## config.mk

```make
export PLATFORM = sky130hd
export DESIGN_NAME = idc_dco
export DESIGN_NICKNAME = d
export VERILOG_FILES = /design/src/rtl/idc_pkg.sv /design/src/rtl/idc_edge.sv /design/src/rtl/idc_pend.sv /design/src/rtl/idc_tog.sv /design/src/rtl/idc_div.sv /design/src/rtl/idc_dco.sv
export SDC_FILE = /design/constraint.sdc
export NUM_CORES = 1
export LEC_CHECK = 0
export BUFFER_PORTS_ARGS = -buffer_cell sky130_fd_sc_hd__buf_2
export CORE_AREA = 2 2 49 51
export CTS_CLUSTER_SIZE = 40
export DETAILED_ROUTE_END_ITERATION = 12
export DIE_AREA = 0 0 51 53
export HOLD_SLACK_MARGIN = 0.15
export PLACE_DENSITY = 0.75
export SYNTH_ARGS = -nofsm -noshare
export SYNTH_HDL_FRONTEND = slang
export SYNTH_SLANG_ARGS = --single-unit
```

## constraint.sdc

```tcl
create_clock -name clk -period 5 [get_ports clk]
set_input_delay 0 -clock clk [delete_from_list [all_inputs] [get_ports clk]]
set_output_delay 0 -clock clk [all_outputs]
set_load 0.02 [all_outputs]
```

## src/rtl/idc_pkg.sv

```systemverilog
`timescale 1ns/1ps
package idc_pkg;
   // Correction chosen for the current rising edge
   typedef enum logic [1:0] {
      ACT_NONE = 2'd0,
      ACT_ADD  = 2'd1,
      ACT_DROP = 2'd2
   } idc_act_e;

   // Width for a counter holding 0 .. n-1, never below one bit
   function automatic int idc_cw(input int n);
      int w;
      w = 1;
      while ((1 << w) < n) w++;
      return w;
   endfunction

   function automatic bit idc_is_pow2(input int n);
      return (n > 0) && ((n & (n - 1)) == 0);
   endfunction
endpackage

```

## src/rtl/idc_edge.sv

```systemverilog
`timescale 1ns/1ps
module idc_edge #(
   parameter int CH = 2
) (
   input  logic          clk,
   input  logic          rst_n,
   input  logic [CH-1:0] lvl,
   output logic [CH-1:0] rise
);
   for (genvar g = 0; g < CH; g++) begin : g_ch
      logic prev_q;
      always_ff @(posedge clk or negedge rst_n) begin
         if (!rst_n) prev_q <= 1'b0;
         else        prev_q <= lvl[g];
      end
      assign rise[g] = lvl[g] & ~prev_q;
   end
endmodule

```

## src/rtl/idc_pend.sv

```systemverilog
`timescale 1ns/1ps
module idc_pend import idc_pkg::*; #(
   parameter int PEND_W = 4
) (
   input  logic                     clk,
   input  logic                     rst_n,
   input  logic                     up_req,
   input  logic                     dn_req,
   input  idc_act_e                 act,
   output logic signed [PEND_W-1:0] pend,
   output logic                     want_add,
   output logic                     want_drop
);
   localparam int SW = PEND_W + 2;
   localparam logic signed [SW-1:0] ONE    = SW'(1);
   localparam logic signed [SW-1:0] LIM_HI = SW'((1 << (PEND_W - 1)) - 1);
   localparam logic signed [SW-1:0] LIM_LO = -LIM_HI;

   logic signed [SW-1:0] nxt;

   always_comb begin
      nxt = SW'(pend);
      if (up_req && !dn_req) nxt = nxt + ONE;
      if (dn_req && !up_req) nxt = nxt - ONE;
      if (act == ACT_ADD)    nxt = nxt - ONE;
      if (act == ACT_DROP)   nxt = nxt + ONE;
      if (nxt > LIM_HI)      nxt = LIM_HI;
      if (nxt < LIM_LO)      nxt = LIM_LO;
   end

   always_ff @(posedge clk or negedge rst_n) begin
      if (!rst_n) pend <= '0;
      else        pend <= nxt[PEND_W-1:0];
   end

   assign want_drop = pend[PEND_W-1];
   assign want_add  = !pend[PEND_W-1] && (pend != '0);
endmodule

```

## src/rtl/idc_tog.sv

```systemverilog
`timescale 1ns/1ps
module idc_tog import idc_pkg::*; (
   input  logic     clk,
   input  logic     rst_n,
   input  logic     want_add,
   input  logic     want_drop,
   output logic     tff,
   output logic     held,
   output idc_act_e act
);
   always_comb begin
      act = ACT_NONE;
      if (!held) begin
         if (!tff && want_add)     act = ACT_ADD;
         else if (tff && want_drop) act = ACT_DROP;
      end
   end

   always_ff @(posedge clk or negedge rst_n) begin
      if (!rst_n) begin
         tff  <= 1'b0;
         held <= 1'b0;
      end else begin
         held <= (act != ACT_NONE);
         if (act == ACT_NONE) tff <= ~tff;
      end
   end
endmodule

```

## src/rtl/idc_div.sv

```systemverilog
`timescale 1ns/1ps
module idc_div import idc_pkg::*; #(
   parameter int DIV_N = 4,
   localparam int CW = idc_cw(DIV_N)
) (
   input  logic          clk,
   input  logic          rst_n,
   input  logic          step,
   output logic [CW-1:0] cnt,
   output logic          dco_out
);
   localparam logic [CW-1:0] LAST = CW'(DIV_N - 1);
   localparam logic [CW-1:0] HALF = CW'(DIV_N / 2);

   always_ff @(posedge clk or negedge rst_n) begin
      if (!rst_n)         cnt <= '0;
      else if (step)      cnt <= (cnt == LAST) ? '0 : cnt + 1'b1;
   end

   if (idc_is_pow2(DIV_N)) begin : g_pow2
      assign dco_out = ~cnt[CW-1];
   end else begin : g_cmp
      assign dco_out = (cnt < HALF);
   end
endmodule

```

## src/rtl/idc_dco.sv

```systemverilog
`timescale 1ns/1ps
module idc_dco import idc_pkg::*; #(
   parameter int DIV_N  = 4,
   parameter int PEND_W = 4
) (
   input  logic clk,
   input  logic rst_n,
   input  logic carry_in,
   input  logic borrow_in,
   output logic id_out,
   output logic dco_out
);
   localparam int CW = idc_cw(DIV_N);

   if (DIV_N < 2)  begin : g_bad_n
      $error("idc_dco: DIV_N must be at least 2");
   end
   if (PEND_W < 2) begin : g_bad_w
      $error("idc_dco: PEND_W must be at least 2");
   end

   logic [1:0]               rise;
   logic signed [PEND_W-1:0] pend;
   logic                     want_add;
   logic                     want_drop;
   logic                     tff;
   logic                     held;
   idc_act_e                 act;
   logic [CW-1:0]            cnt;

   idc_edge #(.CH(2)) u_edge (
      .clk  (clk),
      .rst_n(rst_n),
      .lvl  ({borrow_in, carry_in}),
      .rise (rise)
   );

   idc_pend #(.PEND_W(PEND_W)) u_pend (
      .clk      (clk),
      .rst_n    (rst_n),
      .up_req   (rise[0]),
      .dn_req   (rise[1]),
      .act      (act),
      .pend     (pend),
      .want_add (want_add),
      .want_drop(want_drop)
   );

   idc_tog u_tog (
      .clk      (clk),
      .rst_n    (rst_n),
      .want_add (want_add),
      .want_drop(want_drop),
      .tff      (tff),
      .held     (held),
      .act      (act)
   );

   idc_div #(.DIV_N(DIV_N)) u_div (
      .clk    (clk),
      .rst_n  (rst_n),
      .step   (~tff),
      .cnt    (cnt),
      .dco_out(dco_out)
   );

   assign id_out = ~clk & ~tff;
endmodule

```

### After elaboration in Yosys (flattened, before gate mapping)

Cells that the tools add are included.

* flip-flop bits (word level): 10
* input bits: 4
* output and inout bits: 2
* logic and storage cells: 46

* add/subtract/negate cells: 5
* $lt $le $gt $ge: 2
* equality and inequality tests: 3
* mux-type cells: 10
* bitwise gates (word level): 8
* reduce and logical (&&, ||, !) cells: 12

Operators with widths (number)
* $mux W6: 5
* $sub A6 B2 Y6 const B: 2
* $mux W2: 4
* $add A6 B2 Y6 const B: 1
* $gt A6 B4 Y1 const B: 1
* $lt A6 B4 Y1 const B: 1
* $add A4 B2 Y5 const B: 1
* $logic_and A1 B1 Y1: 5
* $not A1 Y1: 5
* $eq A2 B2 Y1 const B: 2
* $logic_not A1 Y1: 4
* $mux W4: 1
* $reduce_bool A4 Y1: 1
* $and A1 B1 Y1: 3
* $add A2 B1 Y2 const B: 1
* $eq A2 B1 Y1 const B: 1
* $logic_not A2 Y1: 1
* $reduce_bool A2 Y1: 1

### Depth between registers and ports, before layout

* word-level depth: 15
* depth in mapped cells: 17
* gate-level depth less buffers: 16

### Modules after synthesis

A second synthesis with hierarchy kept.

* cell total of the unflattened synthesis: 119
* area total of the unflattened synthesis: 1093.5 um^2

By module, submodules not included
* idc_pend: instances 1, cells an instance 96, area each 824.5 um^2, sequential area each 100.1 um^2
* idc_tog: instances 1, cells an instance 9, area each 92.6 um^2, sequential area each 50.0 um^2
* idc_div: instances 1, cells an instance 8, area each 91.3 um^2, sequential area each 50.0 um^2
* idc_edge: instances 1, cells an instance 4, area each 77.6 um^2, sequential area each 50.0 um^2
* idc_dco: instances 1, cells an instance 2, area each 7.5 um^2, sequential area each 0.0 um^2

==> qor.csv <==
metric,value,unit
fin_skew,0.00583,ns
synthArstFlopShare,1.00,
core.rowCount,17,
synth_xor_xnor_area_share,0.0699,
die_h,53,um
synthCells,135,
cts-resized-gates,0,
start_util,0.525,
grt_pass1_vias,1047,
multi_input_area,811,um^2
synth_edf_count,0,
viasPerCell,6.17,
nFillCells,197,
ys.flop_type,dfrtp_1,
io_buffers,5,
via_count,1074,
startpoint_type,flop,
wire_per_inst,16.5,um
diodes,0,
syn_area,1130,um^2
muxShareOfSynthArea,0.0277,
gp_congestion,0.911,
tns,0,ns
fin_crit_sh,0.815,
grt.total_usage,0.247,
synth_nets,145,
avgSynthCellArea,8.35,um^2
core_area,2150,um^2
dp_hpwl,2130,um
grt_pass1_wl,4740,um
clk_latency,0.37,ns
drive_above_1_share,0.137,
cts_tree,done,
drv_cap,0,
synth_top_family_by_area,simple AND/OR/NAND/NOR gates,
finalCriticalPeriod,4.07,ns
ys_types,54,
hold_viol,0,
ys_warn_count,0,
cp.required,5.26,ns
grt_max_degree,12,
setup_slack,0.926,ns
wirelength,2860,um
grt_overflow,0,
dr.pass1.iters,4,
cp.arrival,4.33,ns
r2r_setup_slack,0.93,ns
register_area,250,um^2
drt_iter0_drc,23,
syn_to_final_growth,11.2,%
crit_type,reg2reg,
nets,157,
rsz0062_at_grt,false,
synth-seq-cells,10,
synth_fa_ha_area_frac,0.0666,
tightest_slew,0.756,ns
die_w,51,um
critPathCaptureType,flop,
p_leak,0.535,nW
relSlewSlack,0.491,
hold_class,in2reg,
antenna_found_initial,0,
synth_simple_gate_area_frac,0.294,
top_level_ports,6,
fmaxAchievable,245,MHz
outcome,"finished, final reports clean",
drc,0,
final-setup-viol-count,0,
route.antenna.remaining_nets,0,
p_per_area,652,nW/um^2
synth_compound_area_frac,0.261,
slew_viol_final,0,
ir_worst_vdd,467,uV
clkSlewWorstSetupHoldPaths,0.07,ns
cp_max_fo,9,
dieArea,2700,um^2
post-place-ws,1.02,ns
ys_seq_area_frac,0.222,
registers in the layout, summed over array words and instances, names as in the netlist:
signal              cells
u_edge.g_ch.prev_q      2
u_tog.tff               1
u_tog.held              1
u_div.cnt               2
u_pend.pend             4
worst max-delay path: stages, from the launching register on:
cell and delay, ns:
dfrtp_1 0.52, inv_1 0.14, ha_1 0.34, a21oi_1 0.07
ha_1 0.31, a21oi_1 0.09, o31ai_1 0.21, ha_1 0.30
or3b_4 0.41, nor3_4 0.21, xnor2_1 0.23, xor2_1 0.51
xnor2_1 0.21, o221ai_1 0.16, o22a_1 0.24
where the power goes:
group / leakage, nW / total, mW / internal, mW / switching [mW]
registers: 0.117 / 0.179 / 0.115 / 0.0642
logic: 0.377 / 0.514 / 0.222 / 0.292
clock network: 0.0415 / 0.124 / 0.0766 / 0.0479
cell type report:
class	instances	share of cell area
Inverter	7	0.0210
Multi-Input combinational cell	112	0.647
Clock buffer	8	0.0509
Tap cell	28	0.0279
Sequential cell	10	0.200
Timing Repair Buffer	9	0.0539
timing repair:
action | CTS | global route
endpoints found under the setup margin | 0 | 0
hold buffers | 4 | 0
endpoints found under the hold margin | 12 | 0
buffers inserted | 0 | 0
path summary, 6_finish.rpt:
kind / startpoint / to / cells after the start
hold reg to reg: u_div.cnt[0] / u_div.cnt[0] / 1
setup reg to reg: u_pend.pend[0] / u_pend.pend[0] / 14
max in group asynchronous: rst_n / u_edge.g_ch[1].prev_q / 3
hold / removal: carry_in / u_edge.g_ch[0].prev_q / 2
setup / recovery: u_pend.pend[0] / u_pend.pend[0] / 14
min in group asynchronous: rst_n / u_pend.pend[1] / 3
Yosys cell counts (3+ instances only):
cell type | number | area share
nand2_1 | 8 | 0.027
nand2b_1 | 4 | 0.022
dfrtp_1 | 10 | 0.22
nor3_1 | 6 | 0.027
o21a_1 | 3 | 0.020
ha_1 | 6 | 0.067
a21boi_0 | 3 | 0.020
xnor2_1 | 8 | 0.062
o21ai_0 | 6 | 0.027
nand3_1 | 3 | 0.013
nor2_1 | 9 | 0.030
a21oi_1 | 6 | 0.027
inv_1 | 7 | 0.023
and3_1 | 5 | 0.028
cells by family after synthesis:
group                    count (synthesis)
AND/OR/NAND/NOR                         53
AO/OA/AOI/OAI                           41
buffers and inverters                   13
flip-flops                              10
XOR/XNOR                                 9
adder cells (fa/ha/maj)                  6
multiplexers                             3
stage by stage:
step	power, mW	hold WS (ns)	area [um^2]	util	instances
final	0.818	0.299	1250	0.584	174
after CTS	0.816	0.290	1250	0.584	174
after detailed placement	0.694	-0.132	1150	0.538	163
after global placement	0.667	-0.140	1150	0.538	163
after floorplan	0.594	-0.296	1130	-	135
after global routing	0.897	0.295	1250	0.584	174
cell usage in the layout (no fill, tap or decap), types with 2 or more instances in the layout:
cell type,Yosys,layout
nand2b_1,4,4
o211ai_1,2,2
ha_1,6,6
mux2i_1,2,2
or3_1,2,2
inv_1,7,7
xnor2_1,8,8
nand2_1,8,8
buf_2,2,5
a211oi_1,2,2
a21oi_1,6,6
nor2b_1,2,2
clkbuf_4,0,6
a31oi_1,2,2
and3_1,5,5
o22ai_1,2,2
nor3_1,6,6
dlygate4sd3_1,0,4
a21boi_0,3,3
nor2_1,9,9
o21ai_0,6,6
o2111ai_1,2,2
o311ai_0,2,2
nand3_1,3,3
o21a_1,3,3
dfrtp_1,10,10
routing by layer:
layer / share of wire / routed length, um / GRT usage
met3: 0.049 / 141 / 0.0706
met5: 0 / 0 / 0
met2: 0.50 / 1420 / 0.405
met4: 0.012 / 33 / 0.126
met1: 0.44 / 1270 / 0.293
(Power assumes the default switching activity.)
